**config.mk**
```make
export PLATFORM = sky130hd
export DESIGN_NAME = dmach_engine
export DESIGN_NICKNAME = d
export VERILOG_FILES = /design/src/rtl/dmach_pkg.sv /design/src/rtl/dmach_ptr_step.sv /design/src/rtl/dmach_lane_fmt.sv /design/src/rtl/dmach_engine.sv
export SDC_FILE = /design/constraint.sdc
export NUM_CORES = 1
export LEC_CHECK = 0
export BUFFER_PORTS_ARGS = -buffer_cell sky130_fd_sc_hd__buf_4
export CORE_MARGIN = 2
export CORE_UTILIZATION = 50
export DETAILED_ROUTE_END_ITERATION = 6
export PLACE_DENSITY = 0.85
export SLEW_MARGIN = 20
export SYNTH_ARGS = -nofsm -noshare
export SYNTH_HDL_FRONTEND = slang
export SYNTH_SLANG_ARGS = --single-unit
```
**constraint.sdc**
```tcl
create_clock -name clk -period 3.6 [get_ports clk]
set_clock_uncertainty 0.1 [all_clocks]
set_input_delay 0.18 -clock clk [delete_from_list [all_inputs] [get_ports clk]]
set_output_delay 0.18 -clock clk [all_outputs]
set_load 0.02 [all_outputs]
```
**src/rtl/dmach_pkg.sv**
```systemverilog
package dmach_pkg;

    typedef enum logic [1:0] {
        ST_IDLE  = 2'd0,
        ST_PACE  = 2'd1,
        ST_READ  = 2'd2,
        ST_WRITE = 2'd3
    } dmach_state_e;

    localparam logic [1:0] SZ_BYTE = 2'd0;
    localparam logic [1:0] SZ_HALF = 2'd1;
    localparam logic [1:0] SZ_WORD = 2'd2;

endpackage

```
**src/rtl/dmach_ptr_step.sv**
```systemverilog
module dmach_ptr_step #(
    parameter int AW = 32,
    parameter int RW = 5
) (
    input  logic [AW-1:0] cur,
    input  logic [1:0]    size,
    input  logic          inc_en,
    input  logic [RW-1:0] ring_n,
    input  logic          ring_act,
    output logic [AW-1:0] nxt
);
    import dmach_pkg::*;

    logic [AW-1:0] step;
    logic [AW-1:0] live_mask;
    logic [AW-1:0] sum;

    always_comb begin
        case (size)
            SZ_BYTE: step = AW'(1);
            SZ_HALF: step = AW'(2);
            default: step = AW'(4);
        endcase
        if (ring_act && (ring_n != '0)) begin
            live_mask = ~({AW{1'b1}} << ring_n);
        end else begin
            live_mask = {AW{1'b1}};
        end
        sum = cur + step;
        if (inc_en) begin
            nxt = (cur & ~live_mask) | (sum & live_mask);
        end else begin
            nxt = cur;
        end
    end

endmodule

```
**src/rtl/dmach_lane_fmt.sv**
```systemverilog
module dmach_lane_fmt #(
    parameter int NB = 4
) (
    input  logic [8*NB-1:0] raw,
    input  logic [1:0]      size,
    input  logic            swap,
    output logic [8*NB-1:0] fmt
);
    import dmach_pkg::*;

    localparam int DW = 8 * NB;

    logic [DW-1:0] kept;
    logic [2:0]    nbytes;

    always_comb begin
        case (size)
            SZ_BYTE: nbytes = 3'd1;
            SZ_HALF: nbytes = 3'd2;
            default: nbytes = 3'd4;
        endcase
    end

    for (genvar b = 0; b < NB; b++) begin : g_keep
        assign kept[8*b +: 8] = (b < int'(nbytes)) ? raw[8*b +: 8] : 8'h00;
    end

    always_comb begin
        fmt = kept;
        if (swap) begin
            case (size)
                SZ_BYTE: fmt = kept;
                SZ_HALF: fmt = {{(DW-16){1'b0}}, kept[7:0], kept[15:8]};
                default: fmt = {{(DW-32){1'b0}}, kept[7:0], kept[15:8],
                                kept[23:16], kept[31:24]};
            endcase
        end
    end

endmodule

```
**src/rtl/dmach_engine.sv**
```systemverilog
module dmach_engine #(
    parameter int AW   = 32,
    parameter int CW   = 16,
    parameter int RW   = 5,
    parameter int NREQ = 4,
    localparam int SW  = $clog2(NREQ),
    localparam int DW  = 32
) (
    input  logic            clk,
    input  logic            rst_n,
    input  logic            trigger,
    input  logic            set_rd_addr,
    input  logic            set_wr_addr,
    input  logic            set_count,
    input  logic [AW-1:0]   cfg_data,
    input  logic            clr_rd_err,
    input  logic            clr_wr_err,
    input  logic [1:0]      xfer_size,
    input  logic            rd_inc_en,
    input  logic            wr_inc_en,
    input  logic [RW-1:0]   ring_bits,
    input  logic            ring_on_wr,
    input  logic            swap_en,
    input  logic            pace_en,
    input  logic [SW-1:0]   pace_sel,
    input  logic [NREQ-1:0] dreq,
    output logic            rd_req,
    output logic [AW-1:0]   rd_addr,
    output logic [1:0]      rd_size,
    input  logic            rd_ack,
    input  logic [DW-1:0]   rd_data,
    input  logic            rd_fault,
    output logic            wr_req,
    output logic [AW-1:0]   wr_addr,
    output logic [1:0]      wr_size,
    output logic [DW-1:0]   wr_data,
    input  logic            wr_ack,
    input  logic            wr_fault,
    output logic            busy,
    output logic [CW-1:0]   remaining,
    output logic            rd_err_flag,
    output logic            wr_err_flag,
    output logic            any_err,
    output logic            done
);
    import dmach_pkg::*;

    typedef struct packed {
        dmach_state_e  st;
        logic [AW-1:0] rp;
        logic [AW-1:0] wp;
        logic [CW-1:0] rem;
        logic [CW-1:0] reload;
        logic [DW-1:0] hold;
        logic          rerr;
        logic          werr;
        logic          fin;
    } chan_regs_t;

    chan_regs_t r_q, r_d;

    logic [AW-1:0] ptr_cur [2];
    logic [AW-1:0] ptr_nxt [2];
    logic          ptr_inc [2];
    logic          ptr_ring[2];
    logic [DW-1:0] fmt_data;
    logic          pace_ok;

    assign ptr_cur[0]  = r_q.rp;
    assign ptr_cur[1]  = r_q.wp;
    assign ptr_inc[0]  = rd_inc_en;
    assign ptr_inc[1]  = wr_inc_en;
    assign ptr_ring[0] = ~ring_on_wr;
    assign ptr_ring[1] = ring_on_wr;

    for (genvar g = 0; g < 2; g++) begin : g_ptr
        dmach_ptr_step #(.AW(AW), .RW(RW)) u_step (
            .cur     (ptr_cur[g]),
            .size    (xfer_size),
            .inc_en  (ptr_inc[g]),
            .ring_n  (ring_bits),
            .ring_act(ptr_ring[g]),
            .nxt     (ptr_nxt[g])
        );
    end

    dmach_lane_fmt #(.NB(DW/8)) u_fmt (
        .raw (rd_data),
        .size(xfer_size),
        .swap(swap_en),
        .fmt (fmt_data)
    );

    assign pace_ok = ~pace_en | dreq[pace_sel];

    always_comb begin
        r_d     = r_q;
        r_d.fin = 1'b0;
        if (set_rd_addr) r_d.rp = cfg_data;
        if (set_wr_addr) r_d.wp = cfg_data;
        if (set_count)   r_d.reload = cfg_data[CW-1:0];
        if (clr_rd_err)  r_d.rerr = 1'b0;
        if (clr_wr_err)  r_d.werr = 1'b0;
        case (r_q.st)
            ST_IDLE: begin
                if (trigger) begin
                    r_d.rem = r_q.reload;
                    if (r_q.reload == '0) begin
                        r_d.fin = 1'b1;
                    end else begin
                        r_d.st = ST_PACE;
                    end
                end
            end
            ST_PACE: begin
                if (pace_ok) r_d.st = ST_READ;
            end
            ST_READ: begin
                if (rd_ack) begin
                    if (rd_fault) begin
                        r_d.rerr = 1'b1;
                        r_d.st   = ST_IDLE;
                    end else begin
                        r_d.hold = fmt_data;
                        r_d.rp   = ptr_nxt[0];
                        r_d.st   = ST_WRITE;
                    end
                end
            end
            ST_WRITE: begin
                if (wr_ack) begin
                    if (wr_fault) begin
                        r_d.werr = 1'b1;
                        r_d.st   = ST_IDLE;
                    end else begin
                        r_d.wp  = ptr_nxt[1];
                        r_d.rem = r_q.rem - 1'b1;
                        if (r_q.rem == CW'(1)) begin
                            r_d.st  = ST_IDLE;
                            r_d.fin = 1'b1;
                        end else begin
                            r_d.st = ST_PACE;
                        end
                    end
                end
            end
            default: r_d.st = ST_IDLE;
        endcase
    end

    always_ff @(posedge clk or negedge rst_n) begin
        if (!rst_n) begin
            r_q <= '{st: ST_IDLE, default: '0};
        end else begin
            r_q <= r_d;
        end
    end

    assign rd_req      = (r_q.st == ST_READ);
    assign wr_req      = (r_q.st == ST_WRITE);
    assign rd_addr     = r_q.rp;
    assign wr_addr     = r_q.wp;
    assign rd_size     = xfer_size;
    assign wr_size     = xfer_size;
    assign wr_data     = r_q.hold;
    assign busy        = (r_q.st != ST_IDLE);
    assign remaining   = r_q.rem;
    assign rd_err_flag = r_q.rerr;
    assign wr_err_flag = r_q.werr;
    assign any_err     = r_q.rerr | r_q.werr;
    assign done        = r_q.fin;

    AST_ONE_PHASE: assert property (@(posedge clk) disable iff (!rst_n)
        !(rd_req && wr_req));
    AST_RD_HOLD: assert property (@(posedge clk) disable iff (!rst_n)
        (rd_req && !rd_ack && !set_rd_addr) |=> (rd_req && $stable(rd_addr)));
    AST_WR_HOLD: assert property (@(posedge clk) disable iff (!rst_n)
        (wr_req && !wr_ack && !set_wr_addr) |=> (wr_req && $stable(wr_addr) && $stable(wr_data)));
    AST_DONE_IDLE: assert property (@(posedge clk) disable iff (!rst_n)
        done |-> !busy);
    AST_DONE_PULSE: assert property (@(posedge clk) disable iff (!rst_n)
        done |=> !done);
    AST_RD_FAULT_HALT: assert property (@(posedge clk) disable iff (!rst_n)
        (rd_req && rd_ack && rd_fault) |=> (!busy && rd_err_flag && !wr_req));
    AST_WR_FAULT_HALT: assert property (@(posedge clk) disable iff (!rst_n)
        (wr_req && wr_ack && wr_fault) |=> (!busy && wr_err_flag && $stable(remaining)));
    AST_PACE_WAIT: assert property (@(posedge clk) disable iff (!rst_n)
        (busy && !rd_req && !wr_req && pace_en && !dreq[pace_sel]) |=> !rd_req);
    AST_COUNT_STEP: assert property (@(posedge clk) disable iff (!rst_n)
        (wr_req && wr_ack && !wr_fault) |=> (remaining == $past(remaining) - 1'b1));

endmodule

```
==> results of run 1 <==
area by class of cell:
type	count	area (um^2)
clock inverter	12	128.9
tap	229	286.5
sequential	133	3328
inverter	29	108.9
multi-input combinational	820	4745
timing repair buffer	306	2486
fill	1491	6536
clock buffer	20	466.7
stage by stage:
step / total power [mW] / setup slack (ps) / cell area (um^2) / cells / utilization (%)
3_5_place_dp: 5.414 / 687.4 / 10260 / 1448 / 56.75
6_report: 7.424 / 701.4 / 11550 / 1549 / 63.86
3_3_place_gp: 5.339 / 802.7 / 10260 / 1448 / 56.75
2_1_floorplan: 4.645 / 959.0 / 9283 / 1157 / -
4_1_cts: 7.344 / 879.0 / 11550 / 1549 / 63.86
5_1_grt: 7.797 / 599.9 / 11550 / 1549 / 63.86
critical path, delay by kind of cell, from the launching register on:
kind	cells	cell delay [ps]
AND/OR/NAND/NOR	5	1570
adder cells (fa/ha/maj)	1	460
AO/OA/AOI/OAI	1	260
flip-flops	1	410
kinds of logic (layout without fill, tap and decap cells):
| group | after synthesis | count (layout) | synth area share, % |
|---|---|---|---|
| adder cells (fa/ha/maj) | 14 | 14 | 1.860 |
| XOR/XNOR | 9 | 9 | 0.8491 |
| multiplexers | 18 | 18 | 2.238 |
| buffers and inverters | 204 | 367 | 13.06 |
| AND/OR/NAND/NOR | 446 | 446 | 22.69 |
| AO/OA/AOI/OAI | 333 | 333 | 23.45 |
| flip-flops | 133 | 133 | 35.85 |
power groups by stage:
| stage | Clock, mW | Combinational (mW) | Sequential, mW |
|---|---|---|---|
| 2_1_floorplan | 0 | 2.37 | 2.28 |
| 3_3_place_gp | 0 | 2.93 | 2.41 |
| 3_5_place_dp | 0 | 2.98 | 2.43 |
| 4_1_cts | 1.77 | 3.16 | 2.41 |
| 5_1_grt | 1.85 | 3.45 | 2.49 |
| 6_report | 1.77 | 3.23 | 2.43 |
placed cells by master, fill, tap and decap left out, types with 9 or more instances in the layout:
master | Yosys | routed
ha_1 | 13 | 13
a211oi_1 | 16 | 16
o21ai_0 | 70 | 70
o22ai_1 | 17 | 17
mux2_2 | 12 | 12
o21ai_1 | 10 | 10
and3_1 | 10 | 10
dlygate4sd3_1 | 0 | 69
a22oi_1 | 10 | 10
nor3_1 | 52 | 52
nor2_1 | 136 | 135
nand4_1 | 20 | 20
o211ai_1 | 18 | 18
a221oi_1 | 18 | 18
dfrtp_1 | 133 | 133
inv_1 | 28 | 28
buf_4 | 117 | 235
a31oi_1 | 28 | 28
nor4_1 | 16 | 16
and2_1 | 10 | 10
nand2_1 | 125 | 125
clkbuf_16 | 0 | 17
o21a_1 | 9 | 9
nand3_1 | 39 | 39
a21oi_1 | 75 | 75
per-layer routing:
metal	share of wire (%)	up-vias	routed length, um
li1	-	4412	-
met1	38	4704	12430
met2	44	788	14420
met3	12	163	3772
met4	6.2	0	2020
met5	0	-	0
timing repair:
item                                   4_1_cts  5_1_grt
setup endpoints to repair                    0        0
endpoints found under the hold margin      176        0
hold buffers                                69        0
how the worst max path moves through the flow:
stage,slack (ps),from,end,cells after the start
finish,700,r_q[131]$_DFFE_PN0P_,flip-flop,7
floorplan,960,xfer_size[1],flip-flop,11
global placement,800,xfer_size[1],flip-flop,11
global route,600,r_q[131]$_DFFE_PN0P_,flip-flop,6
CTS,880,r_q[131]$_DFFE_PN0P_,flip-flop,7
detailed placement,690,xfer_size[1],flip-flop,11
==> impl_metrics.json, run 1 <==
{
  "outcome": "finished with violations",
  "violations": "design-rule violations",
  "cp.arrival_ps": 3130,
  "overflow": 0,
  "die_w_um": 140.3,
  "p_leak_nw": 4.864,
  "met2_usage_pct": 49.61,
  "worstMarginPinSlew_ps": 952.1,
  "drtIter0Drc": 1303,
  "grt_max_degree": 92,
  "cts-root-buf": "clkbuf_16",
  "syn_avg_cell_area_um2": 8.023,
  "period_share_pct": 80.52,
  "synth_edf_count": 0,
  "grt_pass1_vias": 9497,
  "start_util_pct": 51.32,
  "yosysMostFrequentCell": "nor2_1",
  "htree_levels": 4,
  "routed_wirelength_mm": 32.64,
  "layout-drive-gt1-share_pct": 23.11,
  "power_density_mw_per_mm2": 642.8,
  "worstRegToRegCells": 7,
  "netlist.top_cell.by_area": "dfrtp_1",
  "antenna_found_initial": 0,
  "cts_setup_buffers": 0,
  "pin_count": 217,
  "combPwrFrac_pct": 43.5,
  "grt_pass1_wl_mm": 51.36,
  "yosys_warnings": 0,
  "rsz0062_at_grt": "false",
  "slew_violations": 0,
  "cts_repair_resize_count": 0,
  "required_ps": 3830,
  "slowest_stage": "nand3b_1",
  "fp.dieH_um": 140.3,
  "gr-usage-met1_pct": 42.78,
  "die_area_mm2": 0.01967,
  "gr-usage-met3_pct": 9.333,
  "fin_crit_ps": 2899,
  "synth_cell_types": 77,
  "io_buffer_count": 216,
  "place.gp.congestion": 0.9661,
  "postSynthCellCount": 1157,
  "core_mm2": 0.01809,
  "power_switching_share_pct": 41.38,
  "timing.hold.ws_ps": 10.56,
  "clockPowerShare_pct": 23.8,
  "row_count": 49,
  "hold_class": "in -> reg",
  "dr.pass1.iters": 7,
  "timing.rr.start": "r_q[131]$_DFFE_PN0P_",
  "critical_path.cell_chain": "ha_1 > nand3b_1 > nor2_1 > nand2_1 > nor4_1 > nor3_1 > a211oi_1",
  "final_hold_viol_count": 0,
  "synthesis.area_mm2": 0.009283,
  "synthArstFlopShare_pct": 100.0,
  "whs_path_depth": 3,
  "nets": 1414,
  "critPathMaxStageDelay_ps": 480,
  "ys_ff_latch": 133,
  "synth_area_leaders": "dfrtp_1 (36%), buf_4 (9.5%), nor2_1 (5.5%), nand2_1 (5.1%), a21oi_1 (4.0%)",
  "antenna_cells": 0,
  "post-dp-hpwl_mm": 23.08,
  "netlist.area_leader.share_pct": 35.85,
  "synth_common_cells": "nor2_1 (136), dfrtp_1 (133), nand2_1 (125)",
  "cts_buffers": 17,
  "grt-busiest-layer": "met2",
  "setup.worst_path.class": "reg -> reg",
  "switchingPower_mw": 3.072,
  "tns_ps": 0,
  "hp-start": "rd_data[31]",
  "p_int_mw": 4.352,
  "syn_to_final_growth_pct": 24.42,
  "clockBufferDepth": 2,
  "slew_headroom_pct": 36.10,
  "syn_nets": 1264,
  "seqPwrFrac_pct": 32.7,
  "maxCapViolations": 0,
  "max_clock_freq_ghz": 0.3450,
  "reg2reg_setup_slack_ps": 700,
  "ant_nets": 0,
  "clkTransAtPathRegs_ps": 60,
  "via_per_inst": 6.499,
  "critical_path.endpoint_type": "flip-flop",
  "clk_latency_ps": 430,
  "vias": 10070,
  "hold_end": "wr_data[7]$_DFFE_PN0P_",
  "peakVddDrop_v": 0.0003558,
  "setup_violations": 0,
  "cp-start-kind": "flip-flop",
  "cts_sinks": 133,
  "drc": 10,
  "wire_per_inst_um": 21.07,
  "grt_util_all_layers_pct": 32.89,
  "path_max_fanout": 13,
  "synth-main-ff-cell": "dfrtp_1",
  "yosysSeqAreaShare_pct": 35.85,
  "tritoncts": "built"
}
(Power assumes the default switching activity.)
==> inputs of run 2 (changes only) <==
--- a/config.mk
+++ b/config.mk
@@ -9,7 +9,7 @@
 export CORE_MARGIN = 2
 export CORE_UTILIZATION = 50
 export DETAILED_ROUTE_END_ITERATION = 6
-export PLACE_DENSITY = 0.85
+export PLACE_DENSITY = 0.88
 export SLEW_MARGIN = 20
 export SYNTH_ARGS = -nofsm -noshare
 export SYNTH_HDL_FRONTEND = slang
==> constraint.sdc (replaced) <==
create_clock -name clk -period 2.4 [get_ports clk]
set_clock_uncertainty 0.1 [all_clocks]
set_input_delay 0.12 -clock clk [delete_from_list [all_inputs] [get_ports clk]]
set_output_delay 0.12 -clock clk [all_outputs]
set_load 0.02 [all_outputs]
==> run 2 against run 1 <==
  * The run still ends with design-rule violations left
  * First-iteration DRC count is 3.7% higher
  * Register-to-register slack worse by 640 ps
  * Worst setup slack worse by 640 ps
  * Sequential cell count stayed put
  * Critical path type unchanged
  * Largest cell class unchanged
  * Highest routed layer is now met5
==> impl_metrics.json, run 2 (synthesis gave the netlist of run 1 again) <==
{
  "p_leak_nw": 5.225,
  "cts_buffers": 17,
  "syn_to_final_growth_pct": 32.00,
  "ant_nets": 0,
  "tritoncts": "built",
  "via_per_inst": 6.570,
  "grt_pass1_wl_mm": 55.86,
  "routed_wirelength_mm": 36.49,
  "pin_count": 217,
  "fin_crit_ps": 2343,
  "max_clock_freq_ghz": 0.4268,
  "power_density_mw_per_mm2": 949.7,
  "grt_util_all_layers_pct": 36.31,
  "die_area_mm2": 0.01967,
  "power_mw": 11.64,
  "worst_slack_ps": 57.11,
  "core_mm2": 0.01809,
  "vias": 10600,
  "wire_per_inst_um": 22.62,
  "io_buffer_count": 216,
  "fp.dieH_um": 140.3,
  "drtIter0Drc": 1351,
  "clk_latency_ps": 430,
  "cts-root-buf": "clkbuf_16",
  "clockBufferDepth": 2,
  "maxCapViolations": 0,
  "grt_max_degree": 57,
  "die_w_um": 140.3,
  "stdcell_area_mm2": 0.01225,
  "post-place-ws_ps": -118.7,
  "required_ps": 2600,
  "nets": 1476,
  "cts_sinks": 133,
  "period_share_pct": 97.62,
  "worstMarginPinSlew_ps": 1131,
  "setup_violations": 0,
  "setup.worst_path.class": "reg -> reg",
  "place.gp.congestion": 0.9399,
  "path_max_fanout": 30,
  "slew_violations": 0,
  "placed_area_mm2": 0.01071,
  "htree_levels": 4,
  "critical_path.endpoint_type": "flip-flop",
  "drc": 5,
  "peakVddDrop_v": 0.0005476,
  "clkTransAtPathRegs_ps": 60,
  "antenna_found_initial": 2,
  "cp.arrival_ps": 2550,
  "start_util_pct": 51.32,
  "row_count": 49,
  "layout-drive-gt1-share_pct": 26.85,
  "layout_common_cells": "buf_4 (282), nor2_1 (134), dfrtp_1 (133), nand2_1 (124), dlygate4sd3_1 (79)",
  "violations": "design-rule violations",
  "overflow": 0,
  "cp-start-kind": "flip-flop",
  "dr.pass1.iters": 7,
  "outcome": "finished with violations",
  "grt_pass1_vias": 10120,
  "fillers": 1397,
  "hold_class": "in -> reg",
  "layout_commonest_cell": "buf_4",
  "final_cells": 1613,
  "final_hold_viol_count": 0,
  "place_inst": 1499,
  "post-dp-hpwl_mm": 24.84,
  "slew_headroom_pct": 24.00
}
-- run 2: cell types whose count changed in the layout (fill, tap and decap cells not counted), sizes merged --
cell / change
clkbuf: +2
clkinvlp: -4
bufinv: +2
dlygate4sd3: +10
diode: +2
buf: +52
-- run 2: path summary, 6_finish.rpt --
check | to | cells after the start | slack, ps | from
min in group asynchronous | remaining[9]$_DFFE_PN0P_ | 2 | 120 | rst_n
worst min-delay path | flip-flop | 4 | 50 | rd_fault
max in group asynchronous | asynchronous set/reset pin | 3 | 1380 | rst_n
worst min register to register | wr_data[16]$_DFFE_PN0P_ | 2 | 390 | wr_data[16]$_DFFE_PN0P_
worst max register to register | flip-flop | 8 | 60 | r_q[131]$_DFFE_PN0P_
worst max-delay path | flip-flop | 8 | 60 | r_q[131]$_DFFE_PN0P_
-- run 2: through the flow --
stage               hold slack (ps)  utilization (%)  TNS (ps)
floorplan                    -275.6                -    -3.110
global placement              21.54            59.20         0
detailed placement            19.99            59.20    -374.9
CTS                           38.14            67.19         0
global route                  64.53            67.73    -287.4
finish                        46.85            67.75         0
-- run 2: worst max-delay path: stages, from the launching register on --
cell and delay [ps]:
dfrtp_1 420, inv_1 100, ha_2 240, and3b_1 200, buf_6 270, nand2_1 180
a31oi_2 280, nor3_1 110, a211oi_1 320
-- run 2: what timing repair did --
action | in CTS | in global routing
hold buffers | 79 | 0
resized for setup | 0 | 18
buffers inserted | 0 | 1
endpoints found under the setup margin | 0 | 33
endpoints found under the hold margin | 173 | 0
-- run 2: final cells by class --
cell class	count	area, um^2	share of cell area (%)
clock inverter	10	170.2	1.389
sequential	133	3328	27.16
multi-input combinational	820	4840	39.50
timing repair buffer	368	3030	24.73
clock buffer	22	484.2	3.952
tap	229	286.5	2.338
antenna	2	5.005	0.04085
inverter	29	108.9	0.8884
-- run 2: report_power, final --
group          leakage (nW)  switching (mW)  internal (mW)  total [mW]
Sequential             1.57           0.734           2.90        3.63
Clock                 0.313            1.08           1.86        2.93
Combinational          3.34            2.98           2.08        5.07
Total                  5.22            4.80           6.84        11.6
-- run 2: layer usage --
layer,vias up,track usage [%],share of wire [%]
li1,4542,-,-
met5,-,0,0.033
met1,4913,46.15,36
met2,903,55.99,45
met4,2,23.07,7.4
met3,237,8.308,12
==> inputs of run 3 (changes only) <==
--- a/config.mk
+++ b/config.mk
@@ -6,6 +6,7 @@
 export NUM_CORES = 1
 export LEC_CHECK = 0
 export BUFFER_PORTS_ARGS = -buffer_cell sky130_fd_sc_hd__buf_4
+export CORE_ASPECT_RATIO = 1.5
 export CORE_MARGIN = 2
 export CORE_UTILIZATION = 50
 export DETAILED_ROUTE_END_ITERATION = 6
==> run 3 against run 2 <==
  * The flow now finishes without violations
  * Sequential share of layout area is 0.070 points higher
  * Fmax is 2.4% higher
  * Sequential cell count stayed put
  * Critical path type unchanged
  * Largest power group unchanged
==> impl_metrics.json, run 3 (synthesis gave the netlist of run 1 again) <==
{
  "switchingPower_mw": 4.716,
  "clockBufferDepth": 2,
  "die_area_mm2": 0.01969,
  "outcome": "completed",
  "drtIter0Drc": 1261,
  "io_buffer_count": 216,
  "grt_util_all_layers_pct": 35.32,
  "whs_path_depth": 3,
  "syn_to_final_growth_pct": 31.66,
  "hp-start": "rd_fault",
  "reg2reg_setup_slack_ps": 110,
  "routed_wirelength_mm": 35.14,
  "grt_pass1_vias": 10140,
  "dr.pass1.iters": 7,
  "clkTransAtPathRegs_ps": 60,
  "row_count": 61,
  "p_int_mw": 6.439,
  "power_density_mw_per_mm2": 912.7,
  "stdcell_area_mm2": 0.01222,
  "required_ps": 2590,
  "antenna_cells": 0,
  "fp.dieH_um": 170.9,
  "cts-root-buf": "clkbuf_16",
  "cts_buffers": 17,
  "wire_per_inst_um": 21.33,
  "p_leak_nw": 5.236,
  "layout_commonest_cell": "buf_4",
  "final_core_util_pct": 66.44,
  "via_per_inst": 6.383,
  "pin_count": 217,
  "drc": 0,
  "maxCapViolations": 0,
  "timing.rr.start": "r_q[131]$_DFFE_PN0P_",
  "overflow": 0,
  "cp.arrival_ps": 2470,
  "path_max_fanout": 29,
  "fin_crit_ps": 2288,
  "period_share_pct": 95.35,
  "place.gp.congestion": 1.012,
  "slew_violations": 0,
  "setup_violations": 0,
  "nets": 1489,
  "tritoncts": "built",
  "power_mw": 11.15,
  "power_switching_share_pct": 42.28,
  "clk_latency_ps": 430,
  "cts_sinks": 133,
  "combPwrFrac_pct": 45.4,
  "slew_headroom_pct": 46.38,
  "cp-start-kind": "flip-flop",
  "worst_slack_ps": 111.6,
  "placed_area_mm2": 0.01081,
  "worstMarginPinSlew_ps": 804.3,
  "hold_class": "in -> reg",
  "post-dp-hpwl_mm": 25.23,
  "grt_pass1_wl_mm": 53.93,
  "htree_levels": 4,
  "peakVddDrop_v": 0.0007120,
  "layout_common_cells": "buf_4 (298), nor2_1 (133), dfrtp_1 (133), nand2_1 (125), dlygate4sd3_1 (79)",
  "post-place-ws_ps": -69.84,
  "die_w_um": 115.3,
  "fillers": 1489,
  "clockPowerShare_pct": 22.4,
  "ant_nets": 0,
  "critical_path.endpoint_type": "flip-flop",
  "grt_max_degree": 46,
  "hold_end": "rd_err_flag$_DFF_PN0_",
  "final_hold_viol_count": 0,
  "core_mm2": 0.01839,
  "vias": 10510,
  "setup.worst_path.class": "reg -> reg",
  "seqPwrFrac_pct": 32.1,
  "layout-drive-gt1-share_pct": 26.95,
  "antenna_found_initial": 0,
  "start_util_pct": 50.47,
  "worstRegToRegCells": 8,
  "rsz0062_at_grt": "false",
  "max_clock_freq_ghz": 0.4370
}
run 3: per-stage QoR:
step | hold WS, ps | std cells | TNS (ps)
2_1_floorplan | -275.6 | 1157 | -3.110
3_3_place_gp | -37.70 | 1535 | 0
3_5_place_dp | -39.70 | 1535 | -192.8
4_1_cts | 6.139 | 1646 | 0
5_1_grt | 35.20 | 1647 | 0
6_report | 23.00 | 1647 | 0
run 3: worst max-delay path: stages (launching register included):
cell,delay (ps)
dfrtp_1,420
inv_1,110
ha_1,250
and3b_1,200
buf_4,230
buf_4,370
nand3_1,140
o211ai_1,180
o311ai_0,140
run 3: worst max path at each step:
stage / end / startpoint / slack (ps)
3_3_place_gp: flip-flop / xfer_size[0] / 30
4_1_cts: flip-flop / flip-flop / 8
6_report: flip-flop / r_q[131]$_DFFE_PN0P_ / 110
5_1_grt: flip-flop / r_q[131]$_DFFE_PN0P_ / 6
2_1_floorplan: flip-flop / r_q[131]$_DFFE_PN0P_ / -3
3_5_place_dp: flip-flop / xfer_size[0] / -70
run 3: power by group through the flow:
stage | logic (mW) | registers (mW) | clock network, mW
detailed placement | 4.82 | 3.58 | 0
CTS | 4.94 | 3.55 | 2.52
finish | 5.07 | 3.58 | 2.50
floorplan | 3.56 | 3.41 | 0
global route | 5.43 | 3.66 | 2.62
global placement | 4.72 | 3.56 | 0
run 3: timing repair:
item	CTS	global route
pin swaps	0	3
buffers inserted	0	1
resized for setup	1	10
endpoints found under the setup margin	2	16
hold buffers	79	0
hold endpoints to repair	226	0
run 3: layout make-up:
cell class	instances	area, um^2	area share (%)
clock buffers	18	429.2	3.511
clock inverters	14	128.9	1.054
inverters	29	108.9	0.8907
multi-input cells	820	4812	39.37
flip-flops and latches	133	3328	27.23
well taps	252	315.3	2.580
repair buffers	381	3099	25.36
run 3: metal layers:
| layer | up-vias | GRT usage [%] | routed length (um) |
|---|---|---|---|
| met5 | - | 0 | 0 |
| met1 | 4938 | 40.92 | 12110 |
| met2 | 782 | 58.36 | 16940 |
| met4 | 0 | 23.36 | 2583 |
| li1 | 4563 | - | - |
| met3 | 230 | 7.403 | 3502 |
